**config.mk**
```make
export PLATFORM = sky130hd
export DESIGN_NAME = blank_audio_embedder
export DESIGN_NICKNAME = d
export VERILOG_FILES = /design/src/rtl/emb_pkg.sv /design/src/rtl/emb_rst_sync.sv /design/src/rtl/emb_bitclk_gen.sv /design/src/rtl/emb_audio_slot.sv /design/src/rtl/emb_word_pack.sv /design/src/rtl/blank_audio_embedder.sv
export SDC_FILE = /design/constraint.sdc
export NUM_CORES = 1
export LEC_CHECK = 0
export CAP_MARGIN = 30
export CORE_ASPECT_RATIO = 0.75
export CORE_MARGIN = 2
export CORE_UTILIZATION = 30
export CTS_BUF_LIST = sky130_fd_sc_hd__clkbuf_4 sky130_fd_sc_hd__clkbuf_8
export DETAILED_ROUTE_END_ITERATION = 16
export SLEW_MARGIN = 20
export SYNTH_ARGS = -nofsm -noshare
export SYNTH_HDL_FRONTEND = slang
export SYNTH_SLANG_ARGS = --single-unit
```
**constraint.sdc**
```tcl
create_clock -name clk -period 4.2 [get_ports clk]
set_input_delay 1.26 -clock clk [delete_from_list [all_inputs] [get_ports clk]]
set_output_delay 1.26 -clock clk [all_outputs]
set_load 0.02 [all_outputs]
```
**src/rtl/emb_pkg.sv**
```systemverilog
package emb_pkg;

  // control bit positions inside the 9-bit control field (decoded downstream)
  localparam int CTL_W  = 9;
  localparam int C_VS   = 0;
  localparam int C_HS   = 1;
  localparam int C_DE   = 2;
  localparam int C_SD   = 3;
  localparam int C_WS   = 4;
  localparam int C_SCK  = 5;
  localparam int C_CSN  = 6;
  localparam int C_AUX0 = 7;
  localparam int C_AUX1 = 8;

  localparam int DIV_MAX = 8;
  localparam int POS_W   = $clog2(DIV_MAX + 1);

  typedef enum logic {
    MODE_RAW = 1'b0,
    MODE_CMP = 1'b1
  } emb_mode_e;

  // member order puts vs at bit 0 and aux1 at bit 8
  typedef struct packed {
    logic aux1;
    logic aux0;
    logic cs_n;
    logic sck;
    logic ws;
    logic sd;
    logic de;
    logic hs;
    logic vs;
  } ctl_word_t;

  function automatic logic [POS_W-1:0] div_decode(input logic [1:0] sel);
    case (sel)
      2'd0:    return POS_W'(2);
      2'd1:    return POS_W'(4);
      default: return POS_W'(8);
    endcase
  endfunction

endpackage

```
**src/rtl/emb_rst_sync.sv**
```systemverilog
module emb_rst_sync #(
  parameter int STAGES = 2
) (
  input  logic clk,
  input  logic rst_n,
  output logic rst_sync_n
);

  logic [STAGES-1:0] sh_q;
  logic [STAGES-1:0] sh_nxt;

  always_comb begin
    sh_nxt = {sh_q[STAGES-2:0], 1'b1};
  end

  always_ff @(posedge clk or negedge rst_n) begin
    if (!rst_n) begin
      sh_q <= '0;
    end else begin
      sh_q <= sh_nxt;
    end
  end

  assign rst_sync_n = sh_q[STAGES-1];

endmodule

```
**src/rtl/emb_bitclk_gen.sv**
```systemverilog
module emb_bitclk_gen
  import emb_pkg::*;
(
  input  logic       clk,
  input  logic       rst_n,
  input  logic       cmp_en,
  input  logic       blank,
  input  logic       valid,
  input  logic [1:0] div_sel,
  output logic       at_boundary,
  output logic       take,
  output logic       sck_nxt
);

  logic [POS_W-1:0] pos_q, pos_nxt;
  logic [POS_W-1:0] div_q, div_nxt;

  always_comb begin
    at_boundary = (pos_q == '0) || (pos_q == div_q);
    take        = cmp_en && blank && valid && at_boundary;
    div_nxt     = take ? div_decode(div_sel) : div_q;

    if (!cmp_en) begin
      pos_nxt = '0;
    end else if (!blank) begin
      pos_nxt = pos_q;
    end else if (take) begin
      pos_nxt = POS_W'(1);
    end else if (at_boundary) begin
      pos_nxt = '0;
    end else begin
      pos_nxt = pos_q + POS_W'(1);
    end

    sck_nxt = pos_nxt > (div_nxt >> 1);
  end

  always_ff @(posedge clk or negedge rst_n) begin
    if (!rst_n) begin
      pos_q <= '0;
      div_q <= div_decode(2'd0);
    end else begin
      pos_q <= pos_nxt;
      div_q <= div_nxt;
    end
  end

endmodule

```
**src/rtl/emb_audio_slot.sv**
```systemverilog
module emb_audio_slot (
  input  logic clk,
  input  logic rst_n,
  input  logic raw_en,
  input  logic blank,
  input  logic valid,
  input  logic cmp_take,
  input  logic sd_i,
  input  logic ws_i,
  output logic raw_take,
  output logic sd_nxt,
  output logic ws_nxt,
  output logic cs_n_nxt
);

  logic sd_q, ws_q;
  logic load;

  always_comb begin
    raw_take = raw_en && blank && valid;
    load     = raw_take || cmp_take;
    sd_nxt   = load ? sd_i : sd_q;
    ws_nxt   = load ? ws_i : ws_q;
    cs_n_nxt = raw_en ? !raw_take : 1'b0;
  end

  always_ff @(posedge clk or negedge rst_n) begin
    if (!rst_n) begin
      sd_q <= 1'b0;
      ws_q <= 1'b0;
    end else if (load) begin
      sd_q <= sd_i;
      ws_q <= ws_i;
    end
  end

endmodule

```
**src/rtl/emb_word_pack.sv**
```systemverilog
module emb_word_pack
  import emb_pkg::*;
#(
  parameter int RGB_W  = 18,
  parameter int WORD_W = RGB_W + CTL_W
) (
  input  logic              clk,
  input  logic              rst_n,
  input  logic [RGB_W-1:0]  rgb_i,
  input  ctl_word_t         ctl_nxt,
  output logic [WORD_W-1:0] word_o
);

  logic [WORD_W-1:0] word_q, word_nxt;
  logic [RGB_W-1:0]  rgb_sel;

  always_comb begin
    rgb_sel  = ctl_nxt.de ? rgb_i : '0;
    word_nxt = {ctl_nxt, rgb_sel};
  end

  always_ff @(posedge clk or negedge rst_n) begin
    if (!rst_n) begin
      word_q                 <= '0;
      word_q[RGB_W + C_CSN]  <= 1'b1;
    end else begin
      word_q <= word_nxt;
    end
  end

  assign word_o = word_q;

endmodule

```
**src/rtl/blank_audio_embedder.sv**
```systemverilog
module blank_audio_embedder
  import emb_pkg::*;
#(
  parameter int  COLOR_W     = 6,
  parameter int  SYNC_STAGES = 2,
  localparam int RGB_W       = 3 * COLOR_W,
  localparam int WORD_W      = RGB_W + CTL_W
) (
  input  logic              clk,
  input  logic              rst_n,
  input  logic              mode_i,
  input  logic [1:0]        div_sel_i,
  input  logic              vsync_i,
  input  logic              hsync_i,
  input  logic              de_i,
  input  logic [RGB_W-1:0]  rgb_i,
  input  logic [1:0]        aux_i,
  input  logic              aud_valid_i,
  input  logic              aud_sd_i,
  input  logic              aud_ws_i,
  output logic              aud_ready_o,
  output logic [WORD_W-1:0] word_o
);

  logic      rst_sync_n;
  logic      blank;
  logic      raw_en, cmp_en;
  logic      at_boundary, cmp_take, raw_take;
  logic      sck_nxt, sd_nxt, ws_nxt, cs_n_nxt;
  ctl_word_t ctl_nxt;

  emb_rst_sync #(.STAGES(SYNC_STAGES)) u_rst (
    .clk        (clk),
    .rst_n      (rst_n),
    .rst_sync_n (rst_sync_n)
  );

  always_comb begin
    blank  = rst_sync_n && !de_i;
    raw_en = (emb_mode_e'(mode_i) == MODE_RAW);
    cmp_en = (emb_mode_e'(mode_i) == MODE_CMP);
  end

  emb_bitclk_gen u_clkgen (
    .clk         (clk),
    .rst_n       (rst_sync_n),
    .cmp_en      (cmp_en),
    .blank       (blank),
    .valid       (aud_valid_i),
    .div_sel     (div_sel_i),
    .at_boundary (at_boundary),
    .take        (cmp_take),
    .sck_nxt     (sck_nxt)
  );

  emb_audio_slot u_slot (
    .clk      (clk),
    .rst_n    (rst_sync_n),
    .raw_en   (raw_en),
    .blank    (blank),
    .valid    (aud_valid_i),
    .cmp_take (cmp_take),
    .sd_i     (aud_sd_i),
    .ws_i     (aud_ws_i),
    .raw_take (raw_take),
    .sd_nxt   (sd_nxt),
    .ws_nxt   (ws_nxt),
    .cs_n_nxt (cs_n_nxt)
  );

  always_comb begin
    aud_ready_o  = blank && (raw_en || at_boundary);
    ctl_nxt.vs   = vsync_i;
    ctl_nxt.hs   = hsync_i;
    ctl_nxt.de   = de_i;
    ctl_nxt.sd   = sd_nxt;
    ctl_nxt.ws   = ws_nxt;
    ctl_nxt.sck  = sck_nxt;
    ctl_nxt.cs_n = cs_n_nxt;
    ctl_nxt.aux0 = aux_i[0];
    ctl_nxt.aux1 = aux_i[1];
  end

  emb_word_pack #(.RGB_W(RGB_W)) u_pack (
    .clk     (clk),
    .rst_n   (rst_sync_n),
    .rgb_i   (rgb_i),
    .ctl_nxt (ctl_nxt),
    .word_o  (word_o)
  );

endmodule

```
* Yosys cells after proc, flatten, opt, wreduce, memory -nomap -nowiden
Cells that the tools add are included.
Word-level totals: input port bits 31, output and inout port bits 28, bits in registers 39
Cells by class: reductions and logical operators 14, equal/unequal tests 2, add/subtract/negate cells 1, order comparisons 1, mux-type cells 10, bitwise logic cells 1
Operator list (number):
- two-way mux 4 bit | 5
- two-way mux 18 bit | 1
- one-hot mux 4 bit (2 select lines) | 1
- logical AND 1 bit | 7
- adder 4 x 1 -> 4 bit (second input constant) | 1
- equality test 4 bit | 1
- > comparator 4 x 3 -> 1 bit | 1
- zero test 4 bit | 1
- logical OR 1 bit | 3
- two-way mux 1 bit | 3
- equality test 2 x 1 -> 1 bit (second input constant) | 1
- zero test 1 bit | 2
- zero test 2 bit | 1
- NOT 1 bit | 1

* Logic depth before layout (Yosys ltp)
Gate-level depths: netlist of run 1.
depth after elaboration 9, gate-level depth with buffers 11, depth with buffers taken out 11

* Hierarchy
Synthesis of run 1 repeated with hierarchy kept, for this count alone.
Unflattened totals: cell total of the unflattened synthesis 112, area, all modules 1567.8 um2
Modules (own cells, without submodules):
- emb_word_pack | times used 1, cells an instance 46, area an instance 818.3 um2
- emb_bitclk_gen | times used 1, cells an instance 53, area an instance 570.5 um2
- emb_audio_slot | times used 1, cells an instance 7, area an instance 100.1 um2
- emb_rst_sync | times used 1, cells an instance 3, area an instance 53.8 um2
- blank_audio_embedder | times used 1, cells an instance 3, area an instance 25.0 um2

* Least setup slack after synthesis of run 1
OpenSTA, ideal clock, no wires.
kind input -> output, from input de_i, to output aud_ready_o, path buffers 1, required time 2.940 ns, cell stages on the path 3, data arrival time 2.058 ns, setup slack 0.882 ns, cell sequence clkbuf_1 -> nand2b_1 -> a31oi_1
Between the ends: cells in the longest elaborated chain, start to end 3
Ends and longest elaborated chain:
- start: declaration | RTL line blank_audio_embedder.sv:15 | input logic de_i,
- zero test 1 bit | RTL line blank_audio_embedder.sv:39 | blank = rst_sync_n && !de_i;
- logical AND 1 bit | RTL line blank_audio_embedder.sv:39
- logical AND 1 bit | RTL line blank_audio_embedder.sv:72 | aud_ready_o = blank && (raw_en || at_boundary);
- end: declaration | RTL line blank_audio_embedder.sv:21 | output logic aud_ready_o,
Every way passes these cells.

* Worst setup path in the final report of run 1
Same ends and word-level chain as after synthesis.

==> results of run 1 <==
## registers in the layout, indices dropped and copies added (netlist names)
register	cells
u_clkgen.div_q	3
u_clkgen.pos_q	4
u_pack.word_o	27
u_rst.sh_q	2
## worst paths after layout
kind,startpoint,slack [ns],endpoint
worst max-delay path,de_i,0.29,aud_ready_o
worst min-delay path,u_rst.sh_q[1],0.31,u_pack.word_o[20]
worst max register to register,u_clkgen.pos_q[0],1.39,u_pack.word_o[23]
worst min register to register,u_rst.sh_q[1],0.31,u_pack.word_o[20]
max in group asynchronous,rst_n,2.95,u_rst.sh_q[0]
min in group clk,u_rst.sh_q[0],0.35,u_rst.sh_q[1]
## power breakdown
| part | switching, mW | internal [mW] | leakage, nW |
|---|---|---|---|
| registers | 0.0148 | 0.375 | 0.451 |
| logic | 0.0812 | 0.0934 | 0.501 |
| clock network | 0.120 | 0.182 | 0.0586 |
## critical path, delay by kind of cell
kind                   cells  cell delay, ns
buffers and inverters      2            1.04
AO/OA/AOI/OAI              1            0.18
AND/OR/NAND/NOR            1            0.16
## area by class of cell
| cell class | count | share of cell area |
|---|---|---|
| Clock buffer | 6 | 0.0339 |
| Clock inverter | 2 | 0.0156 |
| Inverter | 3 | 0.00501 |
| Multi-Input combinational cell | 68 | 0.239 |
| Sequential cell | 36 | 0.402 |
| Tap cell | 60 | 0.0334 |
| Timing Repair Buffer | 62 | 0.271 |
## stage by stage
stage / setup WS, ns / hold WS (ns) / area (um^2) / cells / util
2_1_floorplan: 0.882 / 0.331 / 1480 / 111 / -
3_3_place_gp: 0.261 / 0.324 / 2140 / 229 / 0.444
3_5_place_dp: 0.265 / 0.338 / 2140 / 229 / 0.444
4_1_cts: 0.265 / 0.343 / 2250 / 237 / 0.467
5_1_grt: 0.203 / 0.373 / 2250 / 237 / 0.467
6_report: 0.289 / 0.314 / 2250 / 237 / 0.467
## per-layer routing
metal  wire (um)  share of wire  global-route usage
met2        1670           0.49               0.213
met4          48          0.014              0.0655
met1        1540           0.45               0.173
met3         138          0.041              0.0318
met5           0              0                   0
## kinds of logic (layout without fill, tap and decap cells)
family | after synthesis | in the layout | share of synthesized area
flops | 36 | 36 | 0.612
xor+xnor | 3 | 3 | 0.0178
fa+ha+maj | 5 | 5 | 0.0424
compound gates | 13 | 13 | 0.0721
simple gates | 39 | 39 | 0.170
other cells | 1 | 1 | 0.00254
buf+inv | 7 | 73 | 0.0229
mux | 7 | 7 | 0.0594
## cells in the mapped netlist, drive strengths merged
cell type	n
dfrtp	34
and2	19
ha	5
mux2	5
nand3	4
o21ai	4
inv	3
nor2b	3
xor2	3
a21oi	2
buf	2
clkbuf	2
dfstp	2
mux2i	2
nand2	2
nor2	2
a221oi	1
a31oi	1
and2b	1
and3	1
conb	1
nand2b	1
nand4	1
nor3	1
nor3b	1
nor4b	1
o211a	1
o211ai	1
o21a	1
o32ai	1
o41ai	1
or3b	1
or4	1
==> results.md, run 1 <==
* Status: finished, final reports clean
* Routed length per instance at around 14 um
* CP Data Required Time at a little under 3 ns
* CP Cell Sequence: clkdlybuf4s50_1 -> nand2b_1 -> a31oi_1 -> clkdlybuf4s50_1
* Share of layout cells above drive strength 1 at 0.113
* Unrepaired setup endpoints after global routing: false
* Clock sinks at 36
* Leading area contributor after synthesis: dfrtp_1
* Clock Skew at slightly above 0.006 ns
* Critical path fanouts, max at 2
* Latest clock arrival within the worst-skew pair at between 0.2 and 0.3 ns
* Final period util at 0.931
* Setup bufs post-CTS at 0
* Root buf cell: clkbuf_8
* TritonCTS clock tree: yes
* Post-cts sizing count at 0
* Synth top area cells: dfrtp_1 58%, and2_1 8.1%, ha_1 4.2%
* Maxcap violations at 0
* Fin. max-slew vios at 0
* Chip width at ~85 um
* Worst hold path class: reg2async
* Fillers at between 400 and 500
* Post-synthesis sequential area ratio at 0.612
* Die height at between 60 and 70 um
* First-pass GRT wire length at about 5700 um
* DR iter-0 viols at 42
* ANT nets after route at 0
* Worst Path Arrival at ~2.7 ns
* I/O pin count at about 60
* Setup CP Type: in2out
* Layout area overhead at 52.5%
* Max incr delay on CP at 0.63 ns
* IO buf count at between 50 and 60
* DRT Pass-1 Iters at 4
* Core area at 4820 um^2
* Commonest non-fill, non-tap cell in the layout: clkdlybuf4s50_1
* Total power at roughly 870 uW
* Top achievable clock speed at ~260 MHz
* Syn. warnings at 0
* DR vias at 1,059
* Initial Util at 0.306
* Seq cells post-synth at 36
* Die area at 5500 um^2
* Distinct cells, synth at 35
* Post-Syn Area per Cell at between 10 and 15 um^2
* Worst R2R Path Depth at 11
* Share of the synthesized area in the top cell type at 0.577
* Leakage at 1.01 nW
* Reg clk slew, reported paths at around 0.070 ns
* # nets final at about 210
* Seq. cell area at 903 um^2
* Crit path time final at slightly below 4 ns
* Worst vdd ir at about 0.17 mV
* GRT Total Usage at 0.134
* Hold buffers post-CTS at 0
* Vias per inst at between 4 and 5
* Most frequent cells in the layout: 58 x clkdlybuf4s50_1, 34 x dfrtp_1, 19 x and2_1, 5 x ha_1, 5 x clkbuf_8
* Startpoint Class: input port
* Initial antenna violation count at 0
* Post-synth net total at approximately 150
* Pwr dens at around 390 nW/um^2
* Vias in the first global route at 1,159
* Total grt overflow at 0
* Final setup TNS at 0 ns
* Max H-tree Level at 2
* Final estimated routing congestion in global placement at 0.781
* Antenna cell count at 0
* Clock Path Buffers at 2
* Std cell rows at 22
* Largest net degree at the start of global routing at 36
* Area occupied by multi-input gates at ~540 um^2
* # DRC at 0
* Num CTS Buffers at 5
* Total routed wirelength at approximately 3400 um
* Final hold violations at 0
* Final setup fails at 0
* CP max-delay cell: clkdlybuf4s50_1
* Crit path top cell by count: clkdlybuf4s50_1
* Gate Count Post-Synth at around 110
* Mapped Area at roughly 1500 um^2
* Worst Setup End Kind: output pin
* Final HPWL DP at around 2600 um
No activity file was read; power rests on OpenSTA's default activity.
==> inputs of run 2 (changes only) <==
SETUP_SLACK_MARGIN = 0.4   (was not set)
==> results.md, run 2 (synthesis gave the netlist of run 1 again) <==
* Max reg flops at 27
* Final estimated routing congestion in global placement at approximately 0.78
* Commonest non-fill, non-tap cell in the layout: clkdlybuf4s50_1
* DR iter-0 viols at 42
* Largest net degree at the start of global routing at 36
* Total grt overflow at 0
* Reg clk slew, reported paths at around 0.07 ns
* Hold buffers post-CTS at 0
* Most frequent cells in the layout: 57 x clkdlybuf4s50_1, 34 x dfrtp_1, 19 x and2_1, 5 x ha_1, 5 x clkbuf_8
* Unrepaired setup endpoints after global routing: false
* Worst Setup End Kind: output pin
* Initial Util at 0.306
* Pwr dens at a little under 400 nW/um^2
* Status: finished, final reports clean
* Final HPWL DP at 2590 um
* I/O pin count at 59
* First-pass GRT wire length at about 5700 um
* Worst slack, placed at about 0.26 ns
* Vias in the first global route at 1,159
* Critical path fanouts, max at 2
* Startpoint Class: input port
* Share of layout cells above drive strength 1 at 0.113
* Worst Path Arrival at ~2.4 ns
* IO buf count at just under 60
* CP max-delay cell: clkdlybuf4s50_1
* Initial antenna violation count at 0
* RR Endpoint: u_pack.word_o[23]
* Root buf cell: clkbuf_8
* Worst R2R Path Depth at 11
* Vias per inst at 4.47
* CP Cell Sequence: clkdlybuf4s50_1 -> nand2b_1 -> a31oi_1 -> dlygate4sd2_1
* TritonCTS clock tree: yes
* Clock sinks at 36
* Crit path to: aud_ready_o
* CP Data Required Time at about 3 ns
* Routed length per instance at 14.4 um
* Latest clock arrival within the worst-skew pair at 0.29 ns
* R2R Path Start: u_clkgen.pos_q[0]
* Std cell rows at 22
* Final setup TNS at 0 ns
* Core area at a little under 5000 um^2
* Fin cells at 237
* GRT Total Usage at 0.134
* Maxcap violations at 0
* Setup CP Type: in2out
* Top achievable clock speed at approximately 280 MHz
* # nets final at 212
* Chip width at between 80 and 90 um
* Fin. max-slew vios at 0
* Max H-tree Level at 2
* R2R setup slack at 1.39 ns
* Final setup fails at 0
* Worst hold path class: reg2async
* Setup slack after layout at roughly 0.58 ns
* Clock Path Buffers at 2
* Leakage at approximately 1.0 nW
* DR vias at approximately 1,100
* Final hold violations at 0
* Clock Skew at between 0.006 and 0.007 ns
* Crit path time final at roughly 3.6 ns
* Layout area overhead at 52.4%
* Worst vdd ir at between 0.15 and 0.2 mV
* Total routed wirelength at 3400 um
* Antenna cell count at 0
* ANT nets after route at 0
* Final period util at 0.863
* Die area at around 5500 um^2
* Die height at approximately 65 um
* Num CTS Buffers at 5
* Max incr delay on CP at just over 0.4 ns
* Crit path from: de_i
* Placed Cells at roughly 230
* DRT Pass-1 Iters at 4
* # DRC at 0
-- run 2: cell types whose count changed in the layout (fill, tap and decap cells not counted) --
cell / delta
clkdlybuf4s50_1: -1
dlygate4sd2_1: +1
-- run 2: what timing repair did --
item / in CTS / in global routing
endpoints found under the setup margin: 1 / 0
gates resized for setup: 1 / 0
buffers inserted: 0 / 0
-- run 2: critical path, delay by kind of cell --
kind,cells,cell delay [ns]
and+or+nand+nor,1,0.16
AOI/OAI and AO/OA,1,0.18
buffers and inverters,2,0.76
-- run 2: routing by layer --
layer  vias up  track usage  part of all wire
li1        501            -                 -
met5         -            0                 0
met2        29        0.213              0.49
met4         0       0.0655             0.014
met1       523        0.173              0.45
met3         6       0.0318             0.041
-- run 2: report_power, final --
part / switching [mW] / total, mW / internal (mW) / leakage [nW]
Combinational: 0.0812 / 0.174 / 0.0930 / 0.504
Sequential: 0.0148 / 0.390 / 0.375 / 0.451
Clock: 0.120 / 0.303 / 0.182 / 0.0586
Total: 0.216 / 0.867 / 0.650 / 1.01
-- run 2: worst min path at each step --
stage | end | slack, ns | cells past startpoint
global route | u_rst.sh_q[1] | 0.37 | 0
detailed placement | u_pack.word_o[23] | 0.34 | 1
floorplan | u_rst.sh_q[1] | 0.33 | 0
CTS | u_pack.word_o[1] | 0.34 | 1
global placement | u_pack.word_o[23] | 0.32 | 1
finish | u_pack.word_o[20] | 0.31 | 1
-- run 2: cell type report --
type                       instances  area, um^2
fill                             436        2570
clock buffer                       6        76.3
sequential                        36         903
timing repair buffer              62         609
clock inverter                     2        35.0
inverter                           3        11.3
multi-input combinational         68         538
tap                               60        75.1
-- run 2: through the flow --
stage,power (mW),util,hold WS (ns),instance area (um^2)
after floorplan,0.486,-,0.331,1480
after global placement,0.567,0.444,0.324,2140
after detailed placement,0.572,0.444,0.338,2140
after CTS,0.879,0.467,0.343,2250
after global routing,0.911,0.467,0.373,2250
final,0.867,0.467,0.314,2250
